$ cat src/rtl/mm_fabric_pkg.sv
package mm_fabric_pkg;
  typedef struct packed {
    logic unaligned;
    logic hole;
    logic rdwr;
    logic proto;
  } err_t;
endpackage

$ cat src/rtl/mm_port_match.sv
module mm_port_match #(
  parameter int          ADDR_W = 32,
  parameter logic [ADDR_W-1:0] BASE = '0,
  parameter logic [ADDR_W-1:0] MASK = '0,
  localparam int         OFF_W  = ADDR_W - 2
) (
  input  logic [ADDR_W-1:0] addr_i,
  output logic              hit_o,
  output logic [OFF_W-1:0]  off_o
);
  logic [ADDR_W-1:0] local_addr;

  // window must lie inside its mask
  if ((BASE & MASK) != BASE) begin : a_r1_base_in_mask
    $error("port window base has bits outside its mask");
  end

  assign hit_o      = (addr_i & MASK) == BASE;
  assign local_addr = addr_i & ~MASK;
  assign off_o      = local_addr[ADDR_W-1:2];
endmodule

$ cat src/rtl/mm_first_hit.sv
module mm_first_hit #(
  parameter int N_PORTS = 3,
  localparam int IDX_W  = (N_PORTS > 1) ? $clog2(N_PORTS) : 1
) (
  input  logic [N_PORTS-1:0] hit_i,
  output logic [IDX_W-1:0]   idx_o,
  output logic               any_o
);
  // descending scan: lowest index is written last and wins
  always_comb begin
    idx_o = '0;
    any_o = 1'b0;
    for (int i = N_PORTS - 1; i >= 0; i--) begin
      if (hit_i[i]) begin
        idx_o = IDX_W'(i);
        any_o = 1'b1;
      end
    end
  end
endmodule

$ cat src/rtl/mm_decode_fabric.sv
module mm_decode_fabric
  import mm_fabric_pkg::*;
#(
  parameter int N_PORTS = 3,
  parameter int ADDR_W  = 32,
  parameter int DATA_W  = 32,
  parameter logic [N_PORTS-1:0][ADDR_W-1:0] PORT_BASE =
    {32'h0000_0000, 32'h0000_1000, 32'h0000_0000},
  parameter logic [N_PORTS-1:0][ADDR_W-1:0] PORT_MASK =
    {32'hFFFF_0000, 32'hFFFF_F000, 32'hFFFF_F000},
  localparam int BE_W  = DATA_W / 8,
  localparam int OFF_W = ADDR_W - 2,
  localparam int IDX_W = (N_PORTS > 1) ? $clog2(N_PORTS) : 1
) (
  input  logic                            clk_i,
  input  logic                            rst_ni,
  input  logic [ADDR_W-1:0]               h_addr_i,
  input  logic                            h_rd_i,
  input  logic                            h_wr_i,
  input  logic [DATA_W-1:0]               h_wdata_i,
  input  logic [BE_W-1:0]                 h_be_i,
  output logic [DATA_W-1:0]               h_rdata_o,
  output logic                            h_wait_o,
  output logic                            err_unaligned_o,
  output logic                            err_hole_o,
  output logic                            err_rdwr_o,
  output logic                            err_proto_o,
  output logic [N_PORTS-1:0]              p_sel_o,
  output logic                            p_rd_o,
  output logic                            p_wr_o,
  output logic [OFF_W-1:0]                p_off_o,
  output logic [DATA_W-1:0]               p_wdata_o,
  output logic [BE_W-1:0]                 p_be_o,
  input  logic [N_PORTS-1:0][DATA_W-1:0]  p_rdata_i,
  input  logic [N_PORTS-1:0]              p_done_i
);
  logic              bound_q;
  logic [IDX_W-1:0]  idx_q;
  logic [ADDR_W-1:0] addr_q;
  logic              rd_q, wr_q;
  logic [DATA_W-1:0] wdata_q;
  logic [BE_W-1:0]   be_q;
  err_t              err_q, err_d;

  logic [ADDR_W-1:0] cur_addr;
  logic              cur_rd, cur_wr;
  logic [DATA_W-1:0] cur_wdata;
  logic [BE_W-1:0]   cur_be;

  logic [N_PORTS-1:0]            hit;
  logic [N_PORTS-1:0][OFF_W-1:0] off_all;
  logic [IDX_W-1:0]              pick_idx, sel_idx;
  logic                          any_hit;
  logic                          req, unal, rdwr, fwd, done;

  // idle: decode live host inputs; bound: replay the latched request
  assign cur_addr  = bound_q ? addr_q  : h_addr_i;
  assign cur_rd    = bound_q ? rd_q    : h_rd_i;
  assign cur_wr    = bound_q ? wr_q    : h_wr_i;
  assign cur_wdata = bound_q ? wdata_q : h_wdata_i;
  assign cur_be    = bound_q ? be_q    : h_be_i;

  for (genvar g = 0; g < N_PORTS; g++) begin : g_port
    mm_port_match #(
      .ADDR_W (ADDR_W),
      .BASE   (PORT_BASE[g]),
      .MASK   (PORT_MASK[g])
    ) u_match (
      .addr_i (cur_addr),
      .hit_o  (hit[g]),
      .off_o  (off_all[g])
    );
  end

  mm_first_hit #(.N_PORTS(N_PORTS)) u_pick (
    .hit_i (hit),
    .idx_o (pick_idx),
    .any_o (any_hit)
  );

  assign req     = cur_rd | cur_wr;
  assign unal    = |cur_addr[1:0];
  assign rdwr    = cur_rd & cur_wr;
  assign fwd     = req & ~unal & ~rdwr & any_hit;
  assign sel_idx = bound_q ? idx_q : pick_idx;
  assign done    = p_done_i[sel_idx];

  always_comb begin
    for (int i = 0; i < N_PORTS; i++) begin
      p_sel_o[i] = fwd && (sel_idx == IDX_W'(i));
    end
  end

  assign p_rd_o    = fwd & cur_rd;
  assign p_wr_o    = fwd & cur_wr;
  assign p_off_o   = off_all[sel_idx];
  assign p_wdata_o = cur_wdata;
  assign p_be_o    = cur_wr ? cur_be : '0;
  assign h_wait_o  = fwd & ~done;
  assign h_rdata_o = (fwd & cur_rd) ? p_rdata_i[sel_idx] : '0;

  always_comb begin
    err_d.unaligned = ~bound_q & req & unal;
    err_d.hole      = ~bound_q & req & ~any_hit;
    err_d.rdwr      = ~bound_q & rdwr;
    err_d.proto     = bound_q & ((h_addr_i != addr_q) | (h_rd_i != rd_q) |
                                 (h_wr_i != wr_q) | (h_wdata_i != wdata_q) |
                                 (h_be_i != be_q));
  end

  always_ff @(posedge clk_i or negedge rst_ni) begin
    if (!rst_ni) begin
      bound_q <= 1'b0;
      idx_q   <= '0;
      addr_q  <= '0;
      rd_q    <= 1'b0;
      wr_q    <= 1'b0;
      wdata_q <= '0;
      be_q    <= '0;
      err_q   <= '0;
    end else begin
      err_q <= err_d;
      if (!bound_q) begin
        if (fwd && !done) begin
          bound_q <= 1'b1;
          idx_q   <= pick_idx;
          addr_q  <= h_addr_i;
          rd_q    <= h_rd_i;
          wr_q    <= h_wr_i;
          wdata_q <= h_wdata_i;
          be_q    <= h_be_i;
        end
      end else if (done) begin
        bound_q <= 1'b0;
      end
    end
  end

  assign err_unaligned_o = err_q.unaligned;
  assign err_hole_o      = err_q.hole;
  assign err_rdwr_o      = err_q.rdwr;
  assign err_proto_o     = err_q.proto;

  a_r2_sel_onehot: assert property (@(posedge clk_i) disable iff (!rst_ni)
    $onehot0(p_sel_o));

  a_r4_unaligned_blocked: assert property (@(posedge clk_i) disable iff (!rst_ni)
    (!bound_q && (h_rd_i || h_wr_i) && (h_addr_i[1:0] != 2'b00))
      |-> (p_sel_o == '0 && !h_wait_o && h_rdata_o == '0) ##1 err_unaligned_o);

  a_r6_rdwr_flag: assert property (@(posedge clk_i) disable iff (!rst_ni)
    (!bound_q && h_rd_i && h_wr_i) |-> (p_sel_o == '0) ##1 err_rdwr_o);

  a_r7_binding_held: assert property (@(posedge clk_i) disable iff (!rst_ni)
    h_wait_o |=> ($stable(p_sel_o) && $stable(p_off_o)));

  a_r8_proto_flag: assert property (@(posedge clk_i) disable iff (!rst_ni)
    ($past(h_wait_o) && !$past(bound_q) && h_addr_i != $past(h_addr_i))
      |=> err_proto_o);
endmodule

$ cat config.mk
export PLATFORM = sky130hd
export DESIGN_NAME = mm_decode_fabric
export DESIGN_NICKNAME = d
export VERILOG_FILES = /design/src/rtl/mm_fabric_pkg.sv /design/src/rtl/mm_port_match.sv /design/src/rtl/mm_first_hit.sv /design/src/rtl/mm_decode_fabric.sv
export SDC_FILE = /design/constraint.sdc
export NUM_CORES = 1
export LEC_CHECK = 0
export CAP_MARGIN = 20
export CORE_MARGIN = 2
export CORE_UTILIZATION = 40
export CTS_CLUSTER_SIZE = 25
export DETAILED_ROUTE_END_ITERATION = 7
export PLACE_DENSITY = 0.87
export SLEW_MARGIN = 20
export SYNTH_ARGS = -nofsm -noshare
export SYNTH_HDL_FRONTEND = slang
export SYNTH_SLANG_ARGS = --single-unit
$ cat constraint.sdc
create_clock -name clk_i -period 7.8 [get_ports clk_i]
set_clock_uncertainty 0.2 [all_clocks]
set_input_delay 1.56 -clock clk_i [delete_from_list [all_inputs] [get_ports clk_i]]
set_output_delay 1.56 -clock clk_i [all_outputs]
set_load 0.005 [all_outputs]
# ---- Yosys cells after proc, flatten, opt, wreduce, memory -nomap -nowiden
# Cells that the tools add are included.
dict set report word_totals {
  inputBits 171
  out_inout_bits 108
  word_cells 75
  register_bits 77
}
dict set report op_classes {
  eq_ne 8
  order_cmp 1
  n_reduce_logical 10
  bitwise_logic 22
  n_mux 23
}
# cell count
set ops {}
lappend ops {{$mux W32} 4}
lappend ops {{$bmux W32 S2} 1}
lappend ops {{$logic_not A32 Y1} 2}
lappend ops {{$ne A32 B32 Y1} 2}
lappend ops {{$bmux W30 S2} 1}
lappend ops {{$mux W30} 1}
lappend ops {{$eq A20 B1 Y1 const B} 1}
lappend ops {{$and A1 B1 Y1} 12}
lappend ops {{$mux W1} 9}
lappend ops {{$mux W2} 4}
lappend ops {{$mux W4} 2}
lappend ops {{$not A1 Y1} 5}
lappend ops {{$or A1 B1 Y1} 5}
lappend ops {{$logic_and A1 B1 Y1} 4}
lappend ops {{$ne A4 B4 Y1} 1}
lappend ops {{$lt A2 B3 Y1 const B} 1}
lappend ops {{$bmux W1 S2} 1}
lappend ops {{$eq A2 B1 Y1 const B} 1}
lappend ops {{$eq A2 B2 Y1 const B} 1}
lappend ops {{$logic_not A2 Y1} 1}
lappend ops {{$ne A1 B1 Y1} 2}
lappend ops {{$reduce_and A2 Y1} 1}
lappend ops {{$reduce_or A2 Y1} 1}
lappend ops {{$logic_not A1 Y1} 1}

# ---- Logic depth before layout (Yosys ltp)
dict set report depth {
  word_depth 12
  mapped_depth 9
  mapped_depth_nobuf 6
}

# ---- Cells and area by module
# From an unflattened synthesis, not the netlist that was laid out.
dict set report hier_totals {
  cells_unflattened 756
  area_unflattened_um2 7038.0
}
# mod seq_area_each_um2 area_each_um2 n_inst cells_per_inst
set modules_own_cells {}
lappend modules_own_cells {mm_decode_fabric 1926.8 6188.4 1 639}
lappend modules_own_cells {{mm_port_match at g_port[1].u_match} 0.0 294.0 1 39}
lappend modules_own_cells {{mm_port_match at g_port[0].u_match} 0.0 272.8 1 39}
lappend modules_own_cells {{mm_port_match at g_port[2].u_match} 0.0 262.8 1 36}
lappend modules_own_cells {mm_first_hit 0.0 20.0 1 3}

# ---- Worst setup path after synthesis
# Ideal clock, no wire load.
dict set report synth_path {
  kind {input -> output}
  start {input h_addr_i[16]}
  end {output h_rdata_o[10]}
  arrival_time_ns 3.254
  cell_stages 8
  slack_ns 2.786
  cell_sequence {nor4_1 nand2_1 o22a_1 or2_1 clkbuf_1 nor3_2 buf_2 o2bb2ai_1}
}
dict set report synth_via {
  elab_chain_len 9
}
# item line_no
set synth_lines {}
lappend synth_lines {{start, declared} mm_decode_fabric.sv:17} ;# input logic [ADDR_W-1:0] h_addr_i,
lappend synth_lines {{$mux W32 (*)} mm_decode_fabric.sv:57} ;# assign cur_addr = bound_q ? addr_q : h_addr_i;
lappend synth_lines {{$logic_not A32 Y1} mm_port_match.sv:18} ;# assign hit_o = (addr_i & MASK) == BASE;
lappend synth_lines {{$mux W2 (3 in a row)} mm_first_hit.sv:14} ;# if (hit_i[i]) begin
lappend synth_lines {{$mux W2} mm_decode_fabric.sv:85} ;# assign sel_idx = bound_q ? idx_q : pick_idx;
lappend synth_lines {{$bmux W32 S2} mm_decode_fabric.sv:100} ;# assign h_rdata_o = (fwd & cur_rd) ? p_rdata_i[sel_idx] : '0;
lappend synth_lines {{$mux W32 (not written as such)} mm_decode_fabric.sv:100}
lappend synth_lines {{$mux W32 (*)} mm_decode_fabric.sv:100}
lappend synth_lines {{end, declared} mm_decode_fabric.sv:22} ;# output logic [DATA_W-1:0] h_rdata_o,
# Mark *: on every way between the ends. The rest lies on a longest branch, timed or not. The select of a mux whose other input is x is not followed.

# ---- Worst setup path in the final report
dict set report layout_path {
  start {input h_addr_i[21]}
  end {output h_rdata_o[2]}
}
# Same word-level chain as after synthesis.

==> reports/metrics.cfg <==
[layout]
drive_gt1_share_pct = 14.4
areaGrowthSynthToFinish_pct = 57.9
final_cell_mix = 261 x clkdlybuf4s50_1, 79 x mux2_2, 76 x dfrtp_1
diodes = 0
nets = 911
final_common_cell = clkdlybuf4s50_1
fillerInstances = 1008

[global_routing]
grt_use_met3_pct = 6.66
met2_usage_pct = 47.3
grt_util_all_layers_pct = 26.0
grt_start_max_net_pins = 78
grt_pass1_wl_um = 28500
antenna_found_initial = 0
grt_use_met1_pct = 28.9
busiest_layer = met2
grt_pass1_vias = 5066
grt_overflow_total = 0

[pwr]
peakVddDrop_mv = 0.104
power.total_uw = 1040
power_leakage_uw = 0.00332
powerDensity_nw_per_um2 = 125

[job]
timing.max_cap.violations = 0

[hold_path]
hold_path.class = register to register

[die]
core_sq_um = 12700
start_util_pct = 41.2
die_y_um = 119
fp.dieW_um = 119
dieArea_sq_um = 14000
rows = 41
ios = 279

[clocking]
post_cts_buffers = 0
tritoncts = done
cts_made_buffers = 9
insertion_delay_ns = 0.33
cts_resized = 0
hold_buffers = 0
clk_pin_slew_ns = 0.06
h-tree-depth = 3
clkSinkCount = 77
clockBufferDepth = 2
cts-root-buf = clkbuf_16

[timing]
maxSlewHeadroom_pct = 33.1
report.final.slew_viol_count = 0
tns_ns = 0
fin_crit_ns = 6.94
worst_pin_slew_ns = 1.00
holdWs_ns = 0.324
min_period_over_period_pct = 89.0
fmax_mhz = 144
setup_violations = 0
rsz0062_at_grt = false
hold_viol = 0

[critical_path]
arrival_ns = 5.18
crit_fanout = 32
start_kind = input pin
required_ns = 6.04
end_kind = primary output
crit_chain = clkdlybuf4s50_1 > nor4_1 > nand3_1 > o22a_1 > nor2_1 > nand2_1 > o2bb2ai_1 > clkdlybuf4s50_1
crit_type = input pin to primary output
cpMostUsedCell = clkdlybuf4s50_1
max_stage_delay_ns = 0.64
crit_slowest_cell = nand2_1

[yosys]
synthArstFlopShare_pct = 100
seq_area_frac_synth_pct = 36.7
synth_ff_type = dfrtp_1
yosys.cell_types.count = 41
synth_warnings = 0
postSynthCellCount = 490
syn_area_per_cell_sq_um = 10.7
synth-seq-cells = 77
syn_area_sq_um = 5250
synth_edf_count = 0

[place]
place.gp.congestion = 0.991
dp_hpwl_um = 15000
port-buffer-count = 262

[route]
drt_iter0_markers = 283
wl_per_cell_um = 20.4
drc = 0
via_per_inst = 5.27
wl_um = 18700
ant_nets = 0
vias = 4830
drt-pass1-iter-count = 4

[outcome]
status = completed

Yosys cell counts, types with 3 or more instances:
| library cell | count | area share, % |
|---|---|---|
| a21oi_1 | 3 | 0.29 |
| a32o_1 | 4 | 0.76 |
| and2_1 | 20 | 2.4 |
| buf_1 | 8 | 0.57 |
| buf_2 | 6 | 0.57 |
| buf_4 | 21 | 3.0 |
| clkbuf_1 | 9 | 0.64 |
| dfrtp_1 | 77 | 37 |
| inv_1 | 8 | 0.57 |
| mux2_1 | 3 | 0.64 |
| mux2_2 | 79 | 17 |
| mux2i_1 | 49 | 9.3 |
| nand2_1 | 11 | 0.79 |
| nand4_1 | 15 | 1.8 |
| nor2_1 | 25 | 1.8 |
| nor2b_1 | 3 | 0.36 |
| nor3_1 | 7 | 0.67 |
| nor4_1 | 15 | 1.8 |
| o21ai_0 | 4 | 0.38 |
| o2bb2ai_1 | 32 | 5.3 |
| xnor2_1 | 50 | 8.3 |
| xor2_1 | 18 | 3.0 |
stage by stage:
stage / cell area [sq um] / cells / worst slack [ns] / util [%]
final: 8280 / 917 / 0.858 / 65.1
after global routing: 8280 / 917 / 0.670 / 65.1
after CTS: 8260 / 916 / 0.918 / 64.9
after detailed placement: 7950 / 900 / 0.926 / 62.5
after global placement: 7950 / 900 / 0.995 / 62.5
after floorplan: 5300 / 505 / 2.79 / -
worst paths after layout:
kind / start / endpoint / slack (ns) / depth (start not counted)
worst max register to register: bound_q / be_q[2] / 3.74 / 8
worst min register to register: addr_q[22] / addr_q[22] / 0.32 / 1
max in group asynchronous: rst_ni / wdata_q[21] / 5.80 / 2
worst min-delay path: addr_q[22] / addr_q[22] / 0.32 / 1
min in group asynchronous: rst_ni / wdata_q[7] / 1.00 / 1
worst max-delay path: h_addr_i[21] / h_rdata_o[2] / 0.86 / 8
per-layer routing:
layer	part of all wire, %	routed length [um]
met1	38	7010
met5	0	0
met3	7.0	1320
met2	52	9760
met4	3.2	592
sequential cells by signal (all words and copies together) (netlist names):
signal           flops
err_rdwr_o           1
wr_q                 1
bound_q              1
err_hole_o           1
be_q                 4
rd_q                 1
err_unaligned_o      1
addr_q              32
err_proto_o          1
wdata_q             32
idx_q                2
worst max-delay path, delay by kind of cell:
family | cells | cell delay [ns]
simple gates | 4 | 1.66
buf+inv | 2 | 1.04
compound gates | 2 | 0.91
kinds of logic (layout without fill, tap and decap cells):
kind of cell	Yosys count	count (layout)	synth area share (%)
buffers and inverters	53	293	5.44
AND/OR/NAND/NOR	105	105	10.9
XOR/XNOR	68	68	11.4
AO/OA/AOI/OAI	55	55	8.61
multiplexers	131	131	26.9
other	1	16	0.0715
flip-flops	77	77	36.7
layout make-up:
type / count / area [sq um] / area share, %
clock buffer: 12 / 267 / 3.22
clock inverter: 4 / 45.0 / 0.544
inverter: 9 / 33.8 / 0.408
multi-input combinational: 375 / 3120 / 37.6
sequential: 77 / 1930 / 23.3
tap: 172 / 215 / 2.60
timing repair buffer: 268 / 2680 / 32.3
power breakdown:
part           internal, uW  switching [uW]  total [uW]
logic                   126            68.9         195
clock network           272             163         435
registers               403            3.08         406
total                   802             235        1040
Power figures use the tool's default switching activity.
